[src/rtl/rdr_pkg.sv]
package rdr_pkg;
  parameter int unsigned PC_W = 32;

  typedef logic [PC_W-1:0] pc_t;

  // token flowing down the pipe
  typedef struct packed {
    logic vld;
    pc_t  pc;
    pc_t  ppc;
    logic etag;
    logic dtag;
  } tok_t;

  // decode-to-fetch redirect message
  typedef struct packed {
    logic vld;
    pc_t  tgt;
    logic etag;
  } dmsg_t;

  function automatic logic tag_stale(input logic tag, input logic own);
    return tag != own;
  endfunction

  function automatic logic pc_differs(input pc_t guess, input pc_t truth);
    return guess != truth;
  endfunction
endpackage

[src/rtl/rdr_fetch.sv]
module rdr_fetch
  import rdr_pkg::*;
#(
  parameter pc_t         RESET_PC = '0,
  parameter int unsigned DEPTH    = 2
) (
  input  logic  clk,
  input  logic  rst_n,
  input  pc_t   pred_pc,
  input  logic  exe_fire,
  input  pc_t   exe_tgt,
  input  dmsg_t dec_msg,
  output pc_t   pc_o,
  output tok_t  tok_o
);
  pc_t   pc_q;
  logic  fe_q, fd_q;
  dmsg_t dq_q;
  tok_t  pipe [DEPTH];

  // named events
  dmsg_t dq_head;
  logic  dq_take, dq_apply, fetch_en;

  always_comb begin
    dq_head  = dq_q.vld ? dq_q : dec_msg;
    dq_take  = !exe_fire && dq_head.vld;
    dq_apply = dq_take && !tag_stale(dq_head.etag, fe_q);
    fetch_en = !exe_fire && !dq_take;
  end

  always_ff @(posedge clk) begin
    if (!rst_n) begin
      pc_q <= RESET_PC;
      fe_q <= 1'b0;
      fd_q <= 1'b0;
      dq_q <= '0;
    end else if (exe_fire) begin
      pc_q <= exe_tgt;
      fe_q <= ~fe_q;
      if (dec_msg.vld) dq_q <= dec_msg;
    end else if (dq_take) begin
      if (dq_apply) begin
        pc_q <= dq_head.tgt;
        fd_q <= ~fd_q;
      end
      dq_q <= '0;
    end else begin
      pc_q <= pred_pc;
    end
  end

  always_ff @(posedge clk) begin
    if (!rst_n) pipe[0] <= '0;
    else if (fetch_en) pipe[0] <= '{vld: 1'b1, pc: pc_q, ppc: pred_pc, etag: fe_q, dtag: fd_q};
    else pipe[0] <= '0;
  end

  for (genvar i = 1; i < DEPTH; i++) begin : g_stage
    always_ff @(posedge clk) begin
      if (!rst_n) pipe[i] <= '0;
      else pipe[i] <= pipe[i-1];
    end
  end

  assign pc_o  = pc_q;
  assign tok_o = pipe[DEPTH-1];

  assert_exe_first_R4: assert property (@(posedge clk) disable iff (!rst_n)
    exe_fire |=> (pc_q == $past(exe_tgt)));
  assert_no_fetch_R3: assert property (@(posedge clk) disable iff (!rst_n)
    (exe_fire || dq_head.vld) |=> !pipe[0].vld);
  assert_single_msg_R6: assert property (@(posedge clk) disable iff (!rst_n)
    dq_q.vld |-> !dec_msg.vld);
  assert_stale_hold_R6: assert property (@(posedge clk) disable iff (!rst_n)
    (dq_take && !dq_apply) |=> ($stable(pc_q) && $stable(fd_q)));
endmodule

[src/rtl/rdr_decode.sv]
module rdr_decode
  import rdr_pkg::*;
(
  input  logic  clk,
  input  logic  rst_n,
  input  tok_t  tok_i,
  input  pc_t   dir_pc,
  output tok_t  tok_o,
  output dmsg_t msg_o,
  output logic  accept_o,
  output logic  fire_o
);
  logic de_q, d_q;
  tok_t d2e_q;

  // named events
  logic new_path, drop, accept, fire;

  always_comb begin
    new_path = tok_i.vld && tag_stale(tok_i.etag, de_q);
    drop     = tok_i.vld && !new_path && tag_stale(tok_i.dtag, d_q);
    accept   = tok_i.vld && !drop;
    fire     = accept && pc_differs(tok_i.ppc, dir_pc);
  end

  always_ff @(posedge clk) begin
    if (!rst_n) begin
      de_q  <= 1'b0;
      d_q   <= 1'b0;
      d2e_q <= '0;
    end else begin
      if (new_path) begin
        de_q <= tok_i.etag;
        d_q  <= fire ? ~tok_i.dtag : tok_i.dtag;
      end else if (fire) begin
        d_q <= ~d_q;
      end
      if (accept) d2e_q <= '{vld: 1'b1, pc: tok_i.pc, ppc: dir_pc, etag: tok_i.etag, dtag: tok_i.dtag};
      else d2e_q <= '0;
    end
  end

  assign tok_o    = d2e_q;
  assign msg_o    = '{vld: fire, tgt: dir_pc, etag: tok_i.etag};
  assign accept_o = accept;
  assign fire_o   = fire;

  assert_drop_gone_R7: assert property (@(posedge clk) disable iff (!rst_n)
    drop |=> !d2e_q.vld);
  assert_adopt_R8: assert property (@(posedge clk) disable iff (!rst_n)
    new_path |=> (de_q == $past(tok_i.etag)));
endmodule

[src/rtl/rdr_execute.sv]
module rdr_execute
  import rdr_pkg::*;
(
  input  logic clk,
  input  logic rst_n,
  input  tok_t tok_i,
  input  pc_t  actual_pc,
  output logic poison_o,
  output logic fire_o
);
  logic e_q;
  logic poison, fire;

  always_comb begin
    poison = tok_i.vld && tag_stale(tok_i.etag, e_q);
    fire   = tok_i.vld && !poison && pc_differs(tok_i.ppc, actual_pc);
  end

  always_ff @(posedge clk) begin
    if (!rst_n) e_q <= 1'b0;
    else if (fire) e_q <= ~e_q;
  end

  assign poison_o = poison;
  assign fire_o   = fire;

  assert_poison_keeps_R9: assert property (@(posedge clk) disable iff (!rst_n)
    poison |=> $stable(e_q));
endmodule

[src/rtl/redirect_epoch_ctl.sv]
module redirect_epoch_ctl
  import rdr_pkg::*;
#(
  parameter pc_t         RESET_PC  = '0,
  parameter int unsigned F2D_DEPTH = 2
) (
  input  logic            clk,
  input  logic            rst_n,
  input  logic [PC_W-1:0] fetch_pred_pc,
  input  logic [PC_W-1:0] dec_pred_pc,
  input  logic [PC_W-1:0] exe_next_pc,
  output logic [PC_W-1:0] fetch_pc,
  output logic            dec_valid,
  output logic [PC_W-1:0] dec_pc,
  output logic            dec_accept,
  output logic            dec_redirect,
  output logic            exe_valid,
  output logic [PC_W-1:0] exe_pc,
  output logic [PC_W-1:0] exe_ppc,
  output logic            exe_poison,
  output logic            exe_redirect
);
  tok_t  f2d_tok, d2e_tok;
  dmsg_t dec_msg;
  logic  exe_fire;

  rdr_fetch #(.RESET_PC(RESET_PC), .DEPTH(F2D_DEPTH)) u_fetch (
    .clk(clk), .rst_n(rst_n), .pred_pc(fetch_pred_pc),
    .exe_fire(exe_fire), .exe_tgt(exe_next_pc), .dec_msg(dec_msg),
    .pc_o(fetch_pc), .tok_o(f2d_tok)
  );

  rdr_decode u_decode (
    .clk(clk), .rst_n(rst_n), .tok_i(f2d_tok), .dir_pc(dec_pred_pc),
    .tok_o(d2e_tok), .msg_o(dec_msg), .accept_o(dec_accept), .fire_o(dec_redirect)
  );

  rdr_execute u_execute (
    .clk(clk), .rst_n(rst_n), .tok_i(d2e_tok), .actual_pc(exe_next_pc),
    .poison_o(exe_poison), .fire_o(exe_fire)
  );

  assign dec_valid    = f2d_tok.vld;
  assign dec_pc       = f2d_tok.pc;
  assign exe_valid    = d2e_tok.vld;
  assign exe_pc       = d2e_tok.pc;
  assign exe_ppc      = d2e_tok.ppc;
  assign exe_redirect = exe_fire;

  assert_exe_target_R3: assert property (@(posedge clk) disable iff (!rst_n)
    exe_redirect |=> (fetch_pc == $past(exe_next_pc)));
  assert_reset_empty_R1: assert property (@(posedge clk)
    !rst_n |=> (!dec_valid && !exe_valid && fetch_pc == RESET_PC));
endmodule

[config.mk]
export PLATFORM = sky130hd
export DESIGN_NAME = redirect_epoch_ctl
export DESIGN_NICKNAME = d
export VERILOG_FILES = /design/src/rtl/rdr_pkg.sv /design/src/rtl/rdr_fetch.sv /design/src/rtl/rdr_decode.sv /design/src/rtl/rdr_execute.sv /design/src/rtl/redirect_epoch_ctl.sv
export SDC_FILE = /design/constraint.sdc
export NUM_CORES = 1
export LEC_CHECK = 0
export ABC_AREA = 1
export BUFFER_PORTS_ARGS = -buffer_cell sky130_fd_sc_hd__buf_4
export CAP_MARGIN = 20
export CORE_MARGIN = 5
export CORE_UTILIZATION = 38
export DETAILED_ROUTE_END_ITERATION = 16
export HOLD_SLACK_MARGIN = 0.1
export MAX_ROUTING_LAYER = met4
export PLACE_DENSITY = 0.67
export SETUP_SLACK_MARGIN = 0.2
export SLEW_MARGIN = 5
export SYNTH_ARGS = -nofsm -noshare
export SYNTH_HDL_FRONTEND = slang
export SYNTH_SLANG_ARGS = --single-unit
[constraint.sdc]
create_clock -name clk -period 2.2 [get_ports clk]
set_clock_uncertainty 0.15 [all_clocks]
set_input_delay 0.22 -clock clk [delete_from_list [all_inputs] [get_ports clk]]
set_output_delay 0.22 -clock clk [all_outputs]
set_load 0.1 [all_outputs]
==> results of run 1 <==
logic make-up (layout without fill, tap and decap cells):
group                  after synthesis  after routing  synth area share
AO/OA/AOI/OAI                      108            108           0.04688
XOR/XNOR                            52             52           0.03869
other                                1             69         0.0003186
flip-flops                         271            271            0.5179
buffers and inverters              398            711            0.1625
multiplexers                         1              1         0.0009567
AND/OR/NAND/NOR                    674            675            0.2327
layout make-up:
cell class	instances	area share
Antenna cell	2	0.0002759
Clock buffer	58	0.06276
Clock inverter	4	0.002414
Inverter	227	0.04793
Multi-Input combinational cell	903	0.2897
Sequential cell	271	0.3377
Tap cell	396	0.02731
Timing Repair Buffer	422	0.2319
state kept, by name, summed over array words and instances, names as in the netlist:
register	cells
u_decode.d_q	1
u_decode.de_q	1
u_decode.tok_o	66
u_execute.e_q	1
u_fetch.dq_q	34
u_fetch.fd_q	1
u_fetch.fe_q	1
u_fetch.pc_o	32
u_fetch.pipe	134
repair_timing:
item,4_1_cts,5_1_grt
pin swaps,17,67
gates resized for setup,124,275
hold buffers,97,6
hold endpoints to repair,145,6
buffers inserted,18,8
cloned,14,7
setup endpoints to repair,136,139
cells in the final DEF (no fill, tap or decap), types with 47 or more instances in the layout:
master         Yosys  layout
nand2_1          436     366
buf_4            101     262
inv_1            216     193
dfxtp_1          204     184
dlygate4sd3_1      0      94
nor2_1           126      82
edfxtp_1          67      67
conb_1             1      67
a21oi_2            0      55
clkbuf_16          0      47
power groups by stage:
stage	Clock (mW)	Combinational (mW)	Sequential, mW
after floorplan	0	1.44	6.17
after global placement	0	2.67	5.65
after detailed placement	0	2.68	5.66
after CTS	5.84	3.17	5.55
after global routing	6.05	3.75	5.59
final	5.75	3.56	5.56
through the flow:
stage / std cells / total power, mW / utilization / hold slack (ps) / instance area (um^2)
6_report: 2283 / 14.88 / 0.5931 / 71.76 / 18140
5_1_grt: 2282 / 15.39 / 0.5930 / 105.3 / 18140
4_1_cts: 2260 / 14.57 / 0.5517 / 275.1 / 16870
3_5_place_dp: 2069 / 8.341 / 0.4484 / 264.6 / 13720
3_3_place_gp: 2069 / 8.319 / 0.4484 / 257.6 / 13720
2_1_floorplan: 1571 / 7.610 / - / 191.3 / 12050
routing by layer:
layer  up-vias  part of all wire  GRT usage
li1       5139                 -          -
met5         -                 0          -
met2       436              0.49     0.3456
met3       131             0.067    0.03791
met1      5010              0.40     0.2581
met4         0             0.043    0.08831
worst reg2reg max path, cell delays in order, from the launching register on:
cell and delay (ps):
dfxtp_2 330, or2_0 190, nand4_1 70, nor2_1 50, nand2_1 120, nor2_1 80, nand2_2 90, nand2_4 70
buf_6 130, buf_6 110, buf_12 130, buf_12 120, a21oi_4 190, buf_12 160, clkbuf_16 190, nand2_1 60
a21oi_1 140
synthesized netlist by cell type:
cell,count,area share
nor2_2,1,0.00053
buf_2,26,0.011
clkbuf_1,34,0.011
mux2_2,1,0.00096
buf_6,1,0.00096
xor2_1,6,0.0045
buf_1,9,0.0029
dfxtp_1,204,0.35
nand4_1,34,0.018
inv_2,11,0.0035
or2_2,1,0.00053
or2_1,1,0.00053
nand3_1,35,0.015
nand2_4,2,0.0019
nor3_1,33,0.014
o21ai_0,36,0.015
or2_0,2,0.0011
inv_1,216,0.069
nand2_1,436,0.14
edfxtp_1,67,0.17
a21oi_1,69,0.029
nand3_2,1,0.00085
o21ai_1,2,0.00085
conb_1,1,0.00032
buf_4,101,0.064
a21oi_4,1,0.0014
nand2_2,2,0.0011
nor2_1,126,0.040
xnor2_1,46,0.034
worst paths after layout:
check	startpoint	end	slack, ps	cells after the start
hold / removal	dec_pred_pc[5]	u_decode.tok_o[7]	70	4
setup reg to reg	u_decode.tok_o[28]	u_fetch.dq_q[28]	-260	16
setup / recovery	u_decode.tok_o[21]	exe_redirect	-260	11
hold reg to reg	u_fetch.pipe[0][30]	u_fetch.pipe[1][30]	270	2
==> flow_metrics.py, run 1 <==
metrics = {
    "status": {
        "status": "finished with violations",
        "violations": "setup timing",
    },
    "cts": {
        "cts_buffers": 34,
        "clock_latency_ps": 510,
        "clk_pin_slew_worst_paths_ps": 60,
        "clock_sink_count": 271,
        "cts-htree-levels": 2,
        "cts_tree": "built",
        "cts_root_buf": "clkbuf_16",
        "clockBufferDepth": 3,
    },
    "global_routing": {
        "grt_pass1_vias": 10320,
        "grt.total_usage": 0.2112,
        "grt-ovfl-total": 0,
        "grt_max_degree": 88,
        "antenna_found_initial": 1,
        "grt_pass1_wl_um": 55680,
    },
    "routing": {
        "vias_per_cell": 4.694,
        "drc": 0,
        "num_vias": 10720,
        "dr.pass1.iters": 5,
        "wl_per_cell_um": 16.85,
        "wl_um": 38470,
        "drt_iter0_drc": 581,
        "drt.antenna.violating_nets": 0,
    },
    "pwr": {
        "comb_power_share": 0.239,
        "internal_power_mw": 10.23,
        "power_density_nw_per_um2": 820.2,
        "power_leakage_nw": 8.448,
        "p_clk_frac": 0.387,
        "switching_power_mw": 4.649,
        "peakVddDrop_v": 0.0004536,
        "swShare": 0.3124,
        "p_seq_frac": 0.374,
    },
    "die": {
        "num_rows": 64,
        "die_h_um": 186.0,
        "start_util": 0.3848,
        "core_um2": 30590,
        "dieArea_um2": 34590,
        "die_width_um": 186.0,
        "io-pin-count": 232,
    },
    "place": {
        "dp_slack_ps": -112.0,
        "port_buffers": 231,
        "dp_hpwl_um": 22470,
        "place_congestion": 0.9047,
    },
    "sta": {
        "worst-slew-pin-transition_ps": 546.7,
        "finalHoldViolCount": 0,
        "fin_setup_tns_ps": -16610,
        "setup_ws_ps": -259.5,
        "report.final.slew_viol_count": 0,
        "finalSetupViolCount": 121,
        "post-route-period-util": 1.118,
        "rsz0062_at_grt": "true",
        "layout_min_cycle_time_ps": 2460,
        "fmax_ghz": 0.4066,
        "slew_headroom": 0.6355,
    },
    "final_layout": {
        "multiInputGateArea_um2": 5255,
        "drive_above_1_share": 0.3438,
        "seq_area_um2": 6126,
        "num-fill-cells": 2524,
        "final_nets": 1957,
        "area_delta_synth_final_pct": 54.13,
    },
    "setup_path": {
        "cpLargestDelayFamily": "simple AND/OR/NAND/NOR gates",
        "cp_common_cell": "buf_12",
        "cp_max_fo": 2,
        "cp-end-kind": "output pin",
        "cp_data_required_time_ps": 1830,
        "critPathBufInv": 4,
        "worstSetupPathType": "reg2out",
        "crit_slowest_cell": "dfxtp_2",
        "cp.arrival_ps": 2090,
        "cp_cell_sequence": "xnor2_1, nand2_1, nor2_4, nand2_1, nor2_1, nand2_2, nand2_4, buf_12, inv_8, buf_12, buf_12",
        "critical-path-max-stage-delay_ps": 330,
        "setup.worst_path.start_class": "flop",
    },
    "run": {
        "maxCapViolCount": 0,
    },
    "yosys": {
        "ys_warn_count": 0,
        "syn-cell-area_um2": 11770,
        "synth_seq_cells": 271,
        "synth_cell_type_count": 29,
        "yosysSeqAreaShare": 0.5179,
        "synth_cells": 1505,
        "syn_avg_cell_area_um2": 7.821,
    },
    "hold_path": {
        "hold_class": "in2reg",
    },
}
(Power assumes the default switching activity.)
==> run 2: changes to the inputs <==
--- a/config.mk
+++ b/config.mk
@@ -5,7 +5,6 @@
 export SDC_FILE = /design/constraint.sdc
 export NUM_CORES = 1
 export LEC_CHECK = 0
-export ABC_AREA = 1
 export BUFFER_PORTS_ARGS = -buffer_cell sky130_fd_sc_hd__buf_4
 export CAP_MARGIN = 20
 export CORE_MARGIN = 5
==> run 2 against run 1 <==
  * The flow still finishes with violations (setup timing)
  * Clock-buffer cell count decreased by 19
  * Maximum frequency decreased by 11%
  * Setup slack got worse by 300 ps
  * Register-to-register slack got worse by 300 ps
  * Synthesized cell count decreased by 28%
  * Design area decreased by 7.9%
  * Combinational power decreased by 26%
  * Worst hold slack improved by 63 ps
  * Wire length decreased by 2.3%
  * Final cell count decreased by 18%
==> flow_metrics.py, run 2 <==
metrics = {
    "yosys": {
        "yosysSeqAreaShare": 0.5336,
        "yosys.area.top_type_share": 0.3575,
        "ys_top_cells_by_area": "dfxtp_1 36%, edfxtp_1 18%, and2_1 7.4%",
        "yosys.area.top_type": "dfxtp_1",
        "synth.most_common_cell": "dfxtp_1",
        "ys_warn_count": 0,
        "syn-cell-area_um2": 11420,
        "synth_cells": 1079,
        "synth_edf_count": 67,
        "async_reset_ff_frac": 0,
        "synth_cell_type_count": 38,
        "ys.flop_type": "dfxtp_1",
        "synthTopCellsByCount": "204 x dfxtp_1, 135 x and2_1, 97 x and3_1, 96 x buf_4, 74 x clkbuf_1",
        "synth_seq_cells": 271,
        "syn_avg_cell_area_um2": 10.59,
    },
    "setup_path": {
        "r2r-start": "u_fetch.pipe[1][9]",
        "crit_slowest_cell": "nor4_2",
        "cp-end-kind": "flop",
        "cp.depth": 13,
        "cpLargestDelayFamily": "simple AND/OR/NAND/NOR gates",
        "cp.arrival_ps": 3050,
        "setup.worst_path.start_class": "flop",
        "cp_cell_sequence": "xor2_1, nor4_2, nand4_4, o21ai_4, inv_2, buf_6, buf_6, nor4_4, buf_4, buf_8, buf_12, buf_12, and2_1",
        "r2r-end": "u_fetch.pipe[0][0]",
        "cp_max_fo": 7,
        "critical-path-max-stage-delay_ps": 420,
        "worstSetupPathType": "reg2reg",
        "critPathBufInv": 7,
        "cp_data_required_time_ps": 2490,
        "r2r_cells": 13,
        "r2r_slack_ps": -560,
    },
    "cts": {
        "clk_pin_slew_worst_paths_ps": 60,
        "cts_root_buf": "clkbuf_16",
        "clock_latency_ps": 570,
        "cts_tree": "built",
        "clock_sink_count": 271,
        "clockBufferDepth": 3,
        "cts-htree-levels": 1,
        "cts_buffers": 29,
    },
    "routing": {
        "vias_per_cell": 5.032,
        "drc": 0,
        "drt_iter0_drc": 659,
        "drt.antenna.violating_nets": 0,
        "wl_um": 37600,
        "dr.pass1.iters": 5,
        "wl_per_cell_um": 19.98,
        "num_vias": 9471,
    },
    "sta": {
        "finalHoldViolCount": 0,
        "fin_hold_ws_ps": 135.2,
        "layout_min_cycle_time_ps": 2762,
        "setup_ws_ps": -562.4,
        "report.final.slew_viol_count": 0,
        "post-route-period-util": 1.256,
        "rsz0062_at_grt": "true",
        "slew_headroom": 0.5702,
        "finalSetupViolCount": 135,
        "worst-slew-pin-transition_ps": 644.7,
        "fmax_ghz": 0.3620,
    },
    "place": {
        "dp.cells": 1680,
        "port_buffers": 231,
        "postPlaceCellArea_um2": 13710,
        "dp_hpwl_um": 24730,
        "place_congestion": 0.9871,
    },
    "final_layout": {
        "final_core_utilization": 0.5637,
        "final_nets": 1566,
        "drive_above_1_share": 0.3273,
        "top_register": "u_fetch.pipe",
        "final_cell_mix": "326 x buf_4, 194 x dfxtp_1, 107 x and2_1, 98 x dlygate4sd3_1, 97 x and3_1",
        "num-fill-cells": 2549,
        "largest_register_ffs": 134,
        "instances_no_fill": 1882,
        "design_area_um2": 16710,
        "final_common_cell": "buf_4",
        "area_delta_synth_final_pct": 46.26,
    },
    "status": {
        "status": "finished with violations",
        "violations": "setup timing",
    },
    "run": {
        "maxCapViolCount": 0,
    },
    "global_routing": {
        "grt.total_usage": 0.2116,
        "grt-ovfl-total": 0,
        "antenna_found_initial": 1,
        "grt_max_degree": 79,
        "grt_pass1_wl_um": 53470,
        "grt_pass1_vias": 8897,
    },
    "hold_path": {
        "min_to": "u_fetch.pc_o[5]",
        "hold_class": "in2reg",
        "hp-start": "dec_pred_pc[5]",
        "min_path_cells": 5,
    },
    "die": {
        "die_width_um": 183.4,
        "die_h_um": 183.4,
        "core_um2": 29640,
        "io-pin-count": 232,
        "start_util": 0.3854,
        "num_rows": 63,
        "dieArea_um2": 33630,
    },
    "pwr": {
        "power_mw": 13.03,
        "peakVddDrop_v": 0.0006167,
        "power_density_nw_per_um2": 780.0,
        "power_leakage_nw": 7.480,
    },
}
-- run 2: cell types whose count changed after synthesis, sizes merged, moves of 33 or more --
cell,delta
nand2,-438
inv,-222
and2,+135
and3,+97
nor2,-86
o211ai,+67
xor2,+60
xnor2,-42
clkbuf,+40
o21ai,-37
nand2b,+34
a21oi,-33
nor3,-33
-- run 2: stage by stage --
stage	setup TNS, ps	worst slack [ps]
floorplan	-9441	-229.7
finish	-59030	-562.4
global route	-66490	-611.0
detailed placement	-72260	-624.6
global placement	-74300	-638.7
CTS	-50600	-549.0
-- run 2: cells by family (layout without fill, tap and decap cells) --
logic type | Yosys count | in the layout | synth area share
XOR/XNOR | 70 | 70 | 0.05367
multiplexers | 2 | 2 | 0.001753
AND/OR/NAND/NOR | 370 | 370 | 0.1926
buffers and inverters | 190 | 536 | 0.09606
flip-flops | 271 | 271 | 0.5336
AO/OA/AOI/OAI | 175 | 175 | 0.1220
other | 1 | 68 | 0.0003283
-- run 2: worst min-delay path, cell delays in order --
cell	delay (ps)
buf_4	100
nor2_1	40
o211ai_1	80
o311a_1	220
a221o_1	140
-- run 2: report_power, final --
part	switching, mW	leakage, nW	internal, mW
logic	1.68	4.65	0.970
clock network	1.98	0.471	2.89
registers	0.142	2.36	5.37
total	3.80	7.48	9.23
-- run 2: area by class of cell --
cell class / instances / area, um^2 / area share
sequential: 271 / 6113 / 0.3659
multi-input combinational: 684 / 4760 / 0.2849
timing repair buffer: 476 / 4372 / 0.2616
clock buffer: 39 / 803.3 / 0.04808
tap: 390 / 488.0 / 0.02920
clock inverter: 15 / 147.6 / 0.008836
inverter: 6 / 22.52 / 0.001348
antenna: 1 / 2.502 / 0.0001498
-- run 2: worst max path at each step --
stage | endpoint | start | slack (ps)
4_1_cts | exe_redirect | u_decode.tok_o[25] | -550
2_1_floorplan | u_fetch.pc_o[21] | u_fetch.pipe[1][27] | -230
3_3_place_gp | u_fetch.pipe[0][0] | exe_next_pc[23] | -640
3_5_place_dp | u_fetch.pipe[0][58] | exe_next_pc[23] | -620
6_report | u_fetch.pipe[0][0] | u_fetch.pipe[1][9] | -560
5_1_grt | u_fetch.pipe[0][0] | u_fetch.pipe[1][3] | -610
-- run 2: timing repair --
action / in CTS / in global routing
endpoints found under the hold margin: 132 / 0
buffers inserted: 10 / 25
pin swaps: 15 / 54
resized for setup: 53 / 60
cloned: 5 / 9
hold buffers: 98 / 0
setup endpoints to repair: 140 / 140
-- run 2: per-layer routing --
metal	vias to the layer above	track usage	wire, um
met5	-	-	0
met4	0	0.09505	1901
met3	92	0.03213	2870
met2	470	0.3250	17460
met1	4462	0.2771	15360
li1	4447	-	-
==> run 3: changes to the inputs <==
--- a/config.mk
+++ b/config.mk
@@ -6,13 +6,12 @@
 export NUM_CORES = 1
 export LEC_CHECK = 0
 export BUFFER_PORTS_ARGS = -buffer_cell sky130_fd_sc_hd__buf_4
-export CAP_MARGIN = 20
 export CORE_MARGIN = 5
 export CORE_UTILIZATION = 38
 export DETAILED_ROUTE_END_ITERATION = 16
 export HOLD_SLACK_MARGIN = 0.1
 export MAX_ROUTING_LAYER = met4
-export PLACE_DENSITY = 0.67
+export PLACE_DENSITY_LB_ADDON = 0.15
 export SETUP_SLACK_MARGIN = 0.2
 export SLEW_MARGIN = 5
 export SYNTH_ARGS = -nofsm -noshare
==> run 3 against run 2 <==
  * The flow still finishes with violations (setup timing)
  * First-iteration DRC count up 2.1%
  * Setup slack got worse by 21 ps
  * Total power is 4.4% higher
  * Global-route usage up 1.3 points
  * Final cell count is 0.58% higher
  * Combinational power rose by 6%
  * Worst hold slack lost 4.7 ps
  * Sequential share of layout area is 1.4 points lower
  * Highest routed layer unchanged
==> flow_metrics.py, run 3 (synthesized netlist as in run 2, its figures left out) <==
metrics = {
    "status": {
        "status": "finished with violations",
        "violations": "setup timing",
    },
    "setup_path": {
        "r2r_cells": 14,
        "r2r_slack_ps": -580,
        "r2r-start": "u_decode.tok_o[12]",
        "setup.worst_path.start_class": "flop",
        "cp_max_fo": 6,
        "r2r-end": "u_fetch.dq_q[23]",
        "cp-end-kind": "flop",
        "worstSetupPathType": "reg2reg",
        "cp_data_required_time_ps": 2460,
        "cp.arrival_ps": 3050,
    },
    "pwr": {
        "power_density_nw_per_um2": 781.2,
        "p_seq_frac": 0.405,
        "switching_power_mw": 3.928,
        "internal_power_mw": 9.672,
        "p_clk_frac": 0.389,
        "peakVddDrop_v": 0.0005539,
        "power_leakage_nw": 7.704,
        "swShare": 0.2888,
        "comb_power_share": 0.206,
    },
    "routing": {
        "wl_um": 39190,
        "drt_iter0_drc": 673,
        "num_vias": 9474,
        "wl_per_cell_um": 20.70,
        "vias_per_cell": 5.005,
        "dr.pass1.iters": 5,
        "drc": 0,
        "drt.antenna.violating_nets": 0,
    },
    "place": {
        "place_congestion": 0.8542,
        "dp_hpwl_um": 24270,
        "dp.cells": 1687,
        "port_buffers": 231,
    },
    "global_routing": {
        "antenna_found_initial": 0,
        "grt_max_degree": 120,
        "grt.total_usage": 0.2249,
        "grt_pass1_vias": 9023,
        "grt-ovfl-total": 0,
        "grt_pass1_wl_um": 56900,
    },
    "final_layout": {
        "final_nets": 1577,
        "area_delta_synth_final_pct": 52.40,
        "num-fill-cells": 2467,
        "largest_register_ffs": 134,
        "top_register": "u_fetch.pipe",
        "antenna_cells": 0,
        "drive_above_1_share": 0.3686,
        "final_common_cell": "buf_4",
        "final_core_utilization": 0.5874,
        "instances_no_fill": 1893,
        "final_cell_mix": "323 x buf_4, 190 x dfxtp_1, 97 x and3_1, 97 x dlygate4sd3_1, 92 x and2_1",
    },
    "run": {
        "maxCapViolCount": 0,
    },
    "sta": {
        "worst-slew-pin-transition_ps": 533.6,
        "rsz0062_at_grt": "true",
        "fin_hold_ws_ps": 130.4,
        "setup_ws_ps": -583.1,
        "fmax_ghz": 0.3593,
        "finalHoldViolCount": 0,
        "slew_headroom": 0.6430,
        "layout_min_cycle_time_ps": 2783,
        "report.final.slew_viol_count": 0,
        "finalSetupViolCount": 137,
        "post-route-period-util": 1.265,
    },
    "die": {
        "die_width_um": 183.4,
        "num_rows": 63,
        "start_util": 0.3854,
        "core_um2": 29640,
        "die_h_um": 183.4,
        "dieArea_um2": 33630,
        "io-pin-count": 232,
    },
    "hold_path": {
        "min_path_cells": 5,
        "hp-start": "dec_pred_pc[11]",
        "hold_class": "in2reg",
        "min_to": "u_fetch.pc_o[11]",
    },
    "cts": {
        "clock_latency_ps": 560,
        "cts_root_buf": "clkbuf_16",
        "clock_sink_count": 271,
        "cts_tree": "built",
        "cts_buffers": 30,
        "clockBufferDepth": 3,
        "clk_pin_slew_worst_paths_ps": 60,
        "cts-htree-levels": 1,
    },
}
## run 3: changes by cell type in the layout (fill, tap and decap cells not counted), sizes merged
| cell | change |
|---|---|
| buf | +11 |
| bufbuf | +2 |
| bufinv | -1 |
| clkbuf | +8 |
| clkinv | -7 |
| clkinvlp | +1 |
| diode | -1 |
| dlygate4sd3 | -1 |
| inv | -1 |
## run 3: worst max path at each step
stage               slack [ps]                  end                 from  cells after the start
floorplan                 -230     u_fetch.pc_o[21]  u_fetch.pipe[1][27]                      9
global placement          -600  u_fetch.pipe[0][40]      exe_next_pc[30]                     10
detailed placement        -660  u_fetch.pipe[0][39]      exe_next_pc[30]                     10
CTS                       -570         exe_redirect   u_decode.tok_o[10]                      7
global route              -630  u_fetch.pipe[0][45]   u_decode.tok_o[12]                     12
finish                    -580     u_fetch.dq_q[23]   u_decode.tok_o[12]                     14
## run 3: cell type report
| class | count | area [um^2] | area share |
|---|---|---|---|
| clock buffer | 49 | 975.9 | 0.05606 |
| inverter | 6 | 25.02 | 0.001437 |
| multi-input combinational | 684 | 5000 | 0.2872 |
| clock inverter | 7 | 87.58 | 0.005031 |
| timing repair buffer | 486 | 4712 | 0.2707 |
| tap | 390 | 488.0 | 0.02803 |
| sequential | 271 | 6121 | 0.3516 |
## run 3: routing by layer
metal / vias up / wire, um / GRT usage / share of wire
met5: - / 0 / - / 0
met4: 0 / 1224 / 0.06287 / 0.031
met3: 73 / 2818 / 0.03471 / 0.072
met2: 426 / 18670 / 0.3556 / 0.48
met1: 4496 / 16480 / 0.3015 / 0.42
li1: 4479 / - / - / -
## run 3: power groups by stage
stage | combinational [mW] | sequential (mW) | clock [mW]
after floorplan | 1.07 | 6.03 | 0
after CTS | 2.65 | 5.51 | 5.37
final | 2.80 | 5.51 | 5.29
after detailed placement | 2.20 | 5.61 | 0
after global routing | 2.90 | 5.54 | 5.63
after global placement | 2.19 | 5.61 | 0
## run 3: repair_timing
item	in CTS	in global routing
endpoints found under the hold margin	132	0
gates cloned	14	7
pin swaps	31	59
hold buffers	97	0
endpoints found under the setup margin	141	140
setup buffers	28	4
resized for setup	106	75
## run 3: stage by stage
stage / total power, mW / instance area (um^2) / setup WS [ps] / TNS (ps)
global placement: 7.798 / 13790 / -602.1 / -69750
detailed placement: 7.811 / 13790 / -661.8 / -72970
CTS: 13.53 / 16920 / -574.5 / -56520
global route: 14.06 / 17410 / -634.0 / -78070
floorplan: 7.102 / 11780 / -229.7 / -9441
finish: 13.60 / 17410 / -583.1 / -70130
## run 3: critical path, cell delays in order (launching register included)
cell	delay (ps)
dfxtp_2	330
xor2_2	160
nor4_4	340
buf_4	160
nand4_1	160
o211a_4	330
buf_4	140
buf_6	100
buf_6	100
buf_6	100
buf_6	110
buf_12	140
clkbuf_16	170
nand3_2	70
a21oi_1	70
